### src/rtl/spi_idr_pkg.sv
package spi_idr_pkg;

    localparam logic [7:0] OP_WREN   = 8'h06;
    localparam logic [7:0] OP_WRDI   = 8'h04;
    localparam logic [7:0] OP_RDSR   = 8'h05;
    localparam logic [7:0] OP_RDID   = 8'h9F;
    localparam logic [7:0] OP_REMS   = 8'h90;

    localparam logic [7:0] IDLE_BYTE = 8'hFF;
    localparam logic [7:0] MEM_TYPE  = 8'h20;

    // Status word; field order sets the bit positions (bit 7 first)
    typedef struct packed {
        logic       wr_lock;   // bit 7 status-write disable
        logic       cont_prog; // bit 6 continuous-program mode
        logic [3:0] prot;      // bits 5:2 block protect
        logic       wen;       // bit 1 write-enable latch
        logic       busy;      // bit 0 write in progress
    } stat_t;

    function automatic logic [7:0] stat_to_byte(stat_t s);
        return s;
    endfunction

    function automatic logic is_latch_op(logic [7:0] op);
        return (op == OP_WREN) || (op == OP_WRDI);
    endfunction

endpackage

### src/rtl/spi_idr_slot_track.sv
module spi_idr_slot_track
    import spi_idr_pkg::*;
#(
    parameter int CNT_W = 3
) (
    input  logic             clk,
    input  logic             rst,
    input  logic             cs_active,
    input  logic             rx_valid,
    input  logic [7:0]       rx_byte,
    output logic             sel_start,
    output logic             sel_end,
    output logic             byte_acc,
    output logic [CNT_W-1:0] cur_idx,
    output logic [CNT_W-1:0] cnt_q,
    output logic [7:0]       opcode_now,
    output logic [7:0]       opcode_q
);
    localparam logic [CNT_W-1:0] CMAX = {CNT_W{1'b1}};

    logic cs_q;

    assign sel_start  = cs_active & ~cs_q;
    assign sel_end    = ~cs_active & cs_q;
    assign byte_acc   = rx_valid & cs_active;
    assign cur_idx    = sel_start ? '0 : cnt_q;
    assign opcode_now = (cur_idx == '0) ? rx_byte : opcode_q;

    always_ff @(posedge clk) begin
        if (rst) begin
            cs_q     <= 1'b0;
            cnt_q    <= '0;
            opcode_q <= IDLE_BYTE;
        end else begin
            cs_q <= cs_active;
            if (byte_acc) begin
                cnt_q <= (cur_idx == CMAX) ? cur_idx : cur_idx + 1'b1;
                if (cur_idx == '0)
                    opcode_q <= rx_byte;
            end else if (sel_start) begin
                cnt_q <= '0;
            end
        end
    end

    AST_CNT_CLEAR_ON_START: assert property (@(posedge clk) disable iff (rst)
        (sel_start && !rx_valid) |=> (cnt_q == '0));
    AST_FIRST_BYTE_ONE: assert property (@(posedge clk) disable iff (rst)
        (sel_start && rx_valid) |=> (cnt_q == CNT_W'(1)));
    AST_DESEL_NO_COUNT: assert property (@(posedge clk) disable iff (rst)
        (!cs_active) |=> $stable(cnt_q));

endmodule

### src/rtl/spi_idr_status.sv
module spi_idr_status
    import spi_idr_pkg::*;
#(
    parameter int CNT_W = 3
) (
    input  logic             clk,
    input  logic             rst,
    input  logic             cs_active,
    input  logic             sel_end,
    input  logic [CNT_W-1:0] cnt_q,
    input  logic [7:0]       opcode_q,
    output stat_t            stat
);
    logic wen_q;
    logic commit;

    // Latch ops take effect only for a one-byte selection, on its end
    assign commit = sel_end && (cnt_q == CNT_W'(1)) && is_latch_op(opcode_q);

    always_ff @(posedge clk) begin
        if (rst)
            wen_q <= 1'b0;
        else if (commit)
            wen_q <= (opcode_q == OP_WREN);
    end

    always_comb begin
        stat           = '0;
        stat.wen       = wen_q;
        stat.busy      = 1'b0;
        stat.prot      = 4'h0;
        stat.cont_prog = 1'b0;
        stat.wr_lock   = 1'b0;
    end

    AST_WEN_HOLD_SELECTED: assert property (@(posedge clk) disable iff (rst)
        cs_active |=> $stable(wen_q));
    AST_WEN_SET: assert property (@(posedge clk) disable iff (rst)
        (sel_end && cnt_q == CNT_W'(1) && opcode_q == OP_WREN) |=> wen_q);
    AST_WEN_CLR: assert property (@(posedge clk) disable iff (rst)
        (sel_end && cnt_q == CNT_W'(1) && opcode_q == OP_WRDI) |=> !wen_q);
    AST_WEN_LONG_IGNORED: assert property (@(posedge clk) disable iff (rst)
        (sel_end && cnt_q != CNT_W'(1)) |=> $stable(wen_q));

endmodule

### src/rtl/spi_idr_reply.sv
module spi_idr_reply
    import spi_idr_pkg::*;
#(
    parameter int         CNT_W  = 3,
    parameter logic [7:0] MFR_ID = 8'hC2,
    parameter logic [7:0] DEV_ID = 8'h14
) (
    input  logic             clk,
    input  logic             rst,
    input  logic             sel_start,
    input  logic             byte_acc,
    input  logic [CNT_W-1:0] cur_idx,
    input  logic [7:0]       opcode_now,
    input  logic [7:0]       rx_byte,
    input  stat_t            stat,
    output logic [7:0]       tx_byte
);
    localparam logic [CNT_W-1:0] SLOT_SEL  = CNT_W'(3);
    localparam logic [CNT_W-1:0] SLOT_ID2  = CNT_W'(4);

    logic [7:0] tx_q;
    logic [7:0] nxt;
    logic       mfr_first_q;

    // Reply for the slot after the byte just accepted at index cur_idx
    always_comb begin
        nxt = IDLE_BYTE;
        case (opcode_now)
            OP_RDSR: nxt = stat_to_byte(stat);
            OP_RDID: begin
                if (cur_idx == CNT_W'(0))      nxt = MFR_ID;
                else if (cur_idx == CNT_W'(1)) nxt = MEM_TYPE;
                else if (cur_idx == CNT_W'(2)) nxt = DEV_ID;
            end
            OP_REMS: begin
                if (cur_idx == SLOT_SEL)
                    nxt = (rx_byte == 8'h00) ? MFR_ID : DEV_ID;
                else if (cur_idx == SLOT_ID2)
                    nxt = mfr_first_q ? DEV_ID : MFR_ID;
            end
            default: nxt = IDLE_BYTE;
        endcase
    end

    always_ff @(posedge clk) begin
        if (rst) begin
            tx_q        <= IDLE_BYTE;
            mfr_first_q <= 1'b1;
        end else begin
            if (byte_acc) begin
                tx_q <= nxt;
                if (opcode_now == OP_REMS && cur_idx == SLOT_SEL)
                    mfr_first_q <= (rx_byte == 8'h00);
            end else if (sel_start) begin
                tx_q <= IDLE_BYTE;
            end
        end
    end

    assign tx_byte = tx_q;

    AST_IDLE_AT_START: assert property (@(posedge clk) disable iff (rst)
        (sel_start && !byte_acc) |=> (tx_q == IDLE_BYTE));
    AST_STATUS_REPEAT: assert property (@(posedge clk) disable iff (rst)
        (byte_acc && opcode_now == OP_RDSR) |=> (tx_q == $past(stat_to_byte(stat))));
    AST_MEMTYPE_SLOT: assert property (@(posedge clk) disable iff (rst)
        (byte_acc && opcode_now == OP_RDID && cur_idx == CNT_W'(1)) |=> (tx_q == MEM_TYPE));
    AST_TX_HOLD: assert property (@(posedge clk) disable iff (rst)
        (!byte_acc && !sel_start) |=> $stable(tx_q));

endmodule

### src/rtl/spi_idr_top.sv
module spi_idr_top
    import spi_idr_pkg::*;
#(
    parameter int         CNT_W  = 3,
    parameter logic [7:0] MFR_ID = 8'hC2,
    parameter logic [7:0] DEV_ID = 8'h14
) (
    input  logic       clk,
    input  logic       rst,
    input  logic       cs_active,
    input  logic       rx_valid,
    input  logic [7:0] rx_byte,
    output logic [7:0] tx_byte
);
    logic             sel_start;
    logic             sel_end;
    logic             byte_acc;
    logic [CNT_W-1:0] cur_idx;
    logic [CNT_W-1:0] cnt_q;
    logic [7:0]       opcode_now;
    logic [7:0]       opcode_q;
    stat_t            stat;

    spi_idr_slot_track #(.CNT_W(CNT_W)) u_track (
        .clk        (clk),
        .rst        (rst),
        .cs_active  (cs_active),
        .rx_valid   (rx_valid),
        .rx_byte    (rx_byte),
        .sel_start  (sel_start),
        .sel_end    (sel_end),
        .byte_acc   (byte_acc),
        .cur_idx    (cur_idx),
        .cnt_q      (cnt_q),
        .opcode_now (opcode_now),
        .opcode_q   (opcode_q)
    );

    spi_idr_status #(.CNT_W(CNT_W)) u_status (
        .clk       (clk),
        .rst       (rst),
        .cs_active (cs_active),
        .sel_end   (sel_end),
        .cnt_q     (cnt_q),
        .opcode_q  (opcode_q),
        .stat      (stat)
    );

    spi_idr_reply #(.CNT_W(CNT_W), .MFR_ID(MFR_ID), .DEV_ID(DEV_ID)) u_reply (
        .clk        (clk),
        .rst        (rst),
        .sel_start  (sel_start),
        .byte_acc   (byte_acc),
        .cur_idx    (cur_idx),
        .opcode_now (opcode_now),
        .rx_byte    (rx_byte),
        .stat       (stat),
        .tx_byte    (tx_byte)
    );

    AST_UNUSED_BITS_ZERO: assert property (@(posedge clk) disable iff (rst)
        (stat.busy == 1'b0 && stat.prot == 4'h0 && !stat.cont_prog && !stat.wr_lock));

endmodule

### config.mk
export PLATFORM = sky130hd
export DESIGN_NAME = spi_idr_top
export DESIGN_NICKNAME = d
export VERILOG_FILES = /design/src/rtl/spi_idr_pkg.sv /design/src/rtl/spi_idr_slot_track.sv /design/src/rtl/spi_idr_status.sv /design/src/rtl/spi_idr_reply.sv /design/src/rtl/spi_idr_top.sv
export SDC_FILE = /design/constraint.sdc
export NUM_CORES = 1
export LEC_CHECK = 0
export BUFFER_PORTS_ARGS = -buffer_cell sky130_fd_sc_hd__buf_2
export CORE_MARGIN = 5
export CORE_UTILIZATION = 40
export CTS_CLUSTER_DIAMETER = 200
export CTS_CLUSTER_SIZE = 10
export DETAILED_ROUTE_END_ITERATION = 10
export MAX_ROUTING_LAYER = met4
export SLEW_MARGIN = 20
export SYNTH_ARGS = -nofsm -noshare
export SYNTH_HDL_FRONTEND = slang
export SYNTH_SLANG_ARGS = --single-unit
export TNS_END_PERCENT = 30
### constraint.sdc
create_clock -name clk -period 4.81 [get_ports clk]
set_input_delay 0.2405 -clock clk [delete_from_list [all_inputs] [get_ports clk]]
set_output_delay 0.2405 -clock clk [all_outputs]
set_load 0.03 [all_outputs]
[After elaboration in Yosys (flattened, before gate mapping)]
Cells that the tools add are included.
W data, S select, Z words.
Storage, ports and cells
  register bits after elaboration: 22
  logic and storage cells: 45
Operators by class
  add/subtract/negate cells: 1
  equal/unequal tests: 11
  muxes and demuxes: 14
  bitwise logic cells: 5
  reductions and logical operators: 8
Operators by type and width (count)
  $mux W8: 10
  $eq A8 B3 Y1 const B: 3
  $pmux W8 S3: 1
  $eq A8 B8 Y1 const B: 2
  $mux W3: 3
  $logic_not A8 Y1: 1
  $eq A3 B1 Y1 const B: 2
  $eq A3 B2 Y1 const B: 2
  $eq A3 B3 Y1 const B: 2
  $add A3 B1 Y3 const B: 1
  $and A1 B1 Y1: 3
  $logic_and A1 B1 Y1: 3
  $logic_not A3 Y1: 1
  $not A1 Y1: 2
  $reduce_and A2 Y1: 1
  $reduce_bool A2 Y1: 1
  $logic_or A1 B1 Y1: 1

[Depth between registers and ports, before layout]
  depth in word-level cells: 9
  mapped depth: 10

[Modules after synthesis]
From an unflattened synthesis, not the netlist that was laid out.
Second synthesis, totals
  cell total of the unflattened synthesis: 192
  area total of the unflattened synthesis: 1531.5 µm²
Modules (own cells, without submodules)
  spi_idr_slot_track: instances 1, cells each 96, area an instance 762.0 µm²
  spi_idr_reply: instances 1, cells each 79, area an instance 625.6 µm²
  spi_idr_status: instances 1, cells each 17, area an instance 143.9 µm²

[Least setup slack after synthesis]
No wires, ideal clock.
  path kind: register to register
  from: reg u_track.cs_q
  to: reg u_reply.tx_q[4], in the netlist u_reply.tx_byte[4]
  data arrival time: 2.037 ns
  data required time: 4.740 ns
  setup slack: 2.704 ns
  stages on the path, launching flop included: 10
  path buffers: 0
  clock period less this slack: 2.106 ns
  path through: dfxtp_1 nand2b_1 nand2_1 ha_1 inv_1 a21oi_1 mux2_2 a311oi_1 o21ai_0 a21oi_1
On the way
  longest elaborated chain between the ends: 8
RTL lines
  from (decl): RTL line spi_idr_slot_track.sv:21  | logic cs_q;
  from (signal assigned): RTL line spi_idr_slot_track.sv:35  | cs_q <= cs_active;
  $not A1 Y1 *: RTL line spi_idr_slot_track.sv:23  | assign sel_start = cs_active & ~cs_q;
  $and A1 B1 Y1 *: RTL line spi_idr_slot_track.sv:23
  $mux W3: RTL line spi_idr_slot_track.sv:26  | assign cur_idx = sel_start ? '0 : cnt_q;
  $logic_not A3 Y1 (tied with other cells): RTL line spi_idr_slot_track.sv:27, spi_idr_reply.sv:31
  $mux W8 (on tied branches): RTL line spi_idr_slot_track.sv:27, spi_idr_reply.sv:32, spi_idr_reply.sv:38
  $eq A8 B8 Y1 (tied with other cells): RTL line spi_idr_reply.sv:28  | case (opcode_now)
  $pmux W8 S3: RTL line spi_idr_reply.sv:28
  $mux W8: RTL line spi_idr_reply.sv:50  | if (byte_acc) begin
  to (signal assigned): RTL line spi_idr_reply.sv:51  | tx_q <= nxt;
  to (decl): RTL line spi_idr_reply.sv:21  | logic [7:0] tx_q;
Mark *: on every way between the ends. The rest lies on a longest branch, timed or not.
A chain may end at the register's enable or synchronous reset.

[Final worst setup path]
Ends and elaborated chain as after synthesis.

==> impl_metrics.yaml <==
setup_path:
  critPathLaunchType: "flip-flop"
  required_ns: 5.04
  worstPathMaxFanout: 6
  crit_arrival_ns: 2.60
  critPathLaunch: "u_track.cs_q"
  critPathKind: "reg2reg"
  endpoint_kind: "flip-flop"
  worstReg2RegStart: "u_track.cs_q"
clocking:
  root_buffer: "clkbuf_4"
  clock_path_buffers: 2
  clk_pin_slew_ns: 0.11
  numCtsBuffers: 3
  clock_latency_ns: 0.29
  cts_sinks: 19
  cts.repair.resized: 0
  cts_hold_buf: 0
  cts_tree: "built"
  cts_setup_buffers: 0
  htree_levels: 1
sta:
  fin_crit_ns: 2.37
  setup_tns_ns: 0
  setup_ws_ns: 2.44
  finalCritPeriodShare: 0.492
  relSlewSlack: 0.640
  setup_viol: 0
  hold_viol: 0
  finalMaxSlewViolations: 0
  worstMarginPinSlew_ns: 0.539
  fin_skew_ns: 0.000774
  clock.fmax_mhz: 422
  rsz0062_at_grt: "false"
synth:
  netlist_instances: 135
  yosys.area_share.adder: 0.0441
  synth_seq_area_share: 0.335
  yosys_most_used_dff: "dfxtp_1"
  synth_cell_type_count: 42
  synthArstFlopShare: 0
  syn_area_per_cell_sq_um: 8.41
  synth_top_family_by_area: "simple AND/OR/NAND/NOR gates"
  ys_warn_count: 0
  ys_seq_elements: 19
  netlist_area_sq_um: 1130
  synth_xor_area_frac: 0.00772
  yosys.area_share.simple: 0.276
  syn_nets: 151
  synth_compound_area_frac: 0.179
  synth_edf_count: 0
  synth_mux_area_frac: 0.0992
layout:
  final_cells: 183
  fin_area_sq_um: 1250
  multi_input_area_sq_um: 687
  diodes: 0
  drive_gt1_frac: 0.217
  finalNetCount: 169
  area_delta_synth_final_pct: 10.5
  nFillCells: 281
  seqCellArea_sq_um: 380
pwr:
  powerDensity_nw_per_um2: 229
  power_frac_comb: 0.139
  p_sw_uw: 76.5
  seq_power_share: 0.580
  leakage_nw: 0.508
  power_frac_clock: 0.281
  swShare: 0.267
  p_int_uw: 211
  peakVddDrop_mv: 0.127
grt:
  grt_pass1_vias: 954
  grt_pass1_wl_mm: 4.21
  grt_overflow_total: 0
  grt_max_degree: 11
  antenna_found_initial: 0
  grt_util_all_layers: 0.131
placement:
  dp_slack_ns: 2.47
  port_buffers: 19
  place_area_sq_um: 1230
  routabilityCongestion: 0.879
  dp_hpwl_mm: 2.00
  place_inst: 179
die:
  rows: 19
  die_area_sq_um: 4000
  die_w_microns: 63.3
  core_sq_um: 2730
  die_y_microns: 63.3
  ios: 20
  initial_core_util: 0.415
routing:
  drc: 0
  route.detailed.wl_per_inst_microns: 13.5
  via_per_inst: 5.48
  wl_mm: 2.47
  drt_iter0_drc: 54
  first_pass_iters: 4
  vias: 1002
  drtAntennaViolNets: 0
run_status:
  outcome: "finished, final reports clean"
min_path:
  worstHoldPathType: "in2reg"
  min_from: "rx_byte[7]"
run:
  cap_viol_max_count: 0
## per-stage QoR
stage,utilization,hold slack [ns],power (mW)
6_report,0.459,0.178,0.287
5_1_grt,0.459,0.170,0.306
4_1_cts,0.459,0.173,0.292
3_5_place_dp,0.449,0.484,0.210
3_3_place_gp,0.449,0.473,0.209
2_1_floorplan,-,0.358,0.197
## layer usage
layer	track usage	share of wire	up-vias
li1	-	-	512
met2	0.215	0.47	22
met5	-	0	-
met4	0.0312	0.0049	0
met3	0.0266	0.046	2
met1	0.164	0.48	466
## logic make-up (layout without fill, tap and decap cells)
| kind of cell | after synthesis | in the layout |
|---|---|---|
| simple gates | 58 | 58 |
| compound gates | 29 | 29 |
| flops | 19 | 19 |
| buf+inv | 13 | 30 |
| mux | 11 | 11 |
| fa+ha+maj | 4 | 4 |
| xor+xnor | 1 | 1 |
## placed cells by master, fill, tap and decap left out, types with 2 or more instances in the layout
cell type  instances
a21oi_1            9
a31oi_1            3
and2_1             2
buf_2             19
clkbuf_4           3
dfxtp_1           19
ha_1               4
inv_1              6
mux2_2             2
mux2i_1            9
nand2_1           16
nand2b_1           2
nand4_1            2
nor2_1            17
nor2b_1            2
nor3_1             2
o211ai_1           3
o21ai_0            6
or4_1              2
or4_4              2
## power groups by stage
stage	registers [mW]	clock network [mW]	logic (mW)
finish	0.166	0.0807	0.0401
floorplan	0.169	0	0.0281
global route	0.167	0.0938	0.0450
CTS	0.167	0.0849	0.0400
global placement	0.170	0	0.0391
detailed placement	0.170	0	0.0398
## critical path, cell delays in order, from the launching register on
cell and delay [ns]:
dfxtp_1 0.33, nand2b_1 0.19, nand2_1 0.15, ha_1 0.25
inv_1 0.13, a21oi_1 0.41, mux2_2 0.39, a311oi_1 0.19
o21ai_0 0.12, a21oi_1 0.14
## Yosys cell counts, drive strengths merged, types with 2 or more instances
cell type | number | area, sq um
dfxtp | 19 | 380
nor2 | 18 | 70.1
nand2 | 16 | 60.1
a21oi | 9 | 45.0
mux2i | 9 | 90.1
inv | 6 | 22.5
o21ai | 6 | 30.0
buf | 4 | 33.8
ha | 4 | 50.1
or4 | 4 | 37.5
a31oi | 3 | 18.8
nor3 | 3 | 20.0
o211ai | 3 | 22.5
and2 | 2 | 12.5
clkbuf | 2 | 7.51
mux2 | 2 | 22.5
nand2b | 2 | 12.5
nand4 | 2 | 12.5
nor2b | 2 | 12.5
or4bb | 2 | 23.8
## layout make-up
cell class                      instances  area share
Timing Repair Buffer                   19      0.0758
Sequential cell                        19       0.303
Inverter                                7      0.0210
Tap cell                               31      0.0309
Clock buffer                            4      0.0210
Multi-Input combinational cell        103       0.548
## final timing paths
path / cells after the start / slack (ns) / endpoint
setup reg to reg: 9 / 2.44 / u_reply.tx_byte[4]
setup / recovery: 9 / 2.44 / u_reply.tx_byte[4]
hold / removal: 2 / 0.18 / u_track.opcode_q[7]
hold reg to reg: 2 / 0.50 / u_reply.tx_byte[5]
## sequential cells by signal (all words and copies together), names as in the netlist
register,flops
u_reply.mfr_first_q,1
u_track.cnt_q,3
u_reply.tx_byte,5
u_track.opcode_q,8
u_track.cs_q,1
u_status.wen_q,1
Note: power is estimated with default switching activity, not from simulation.
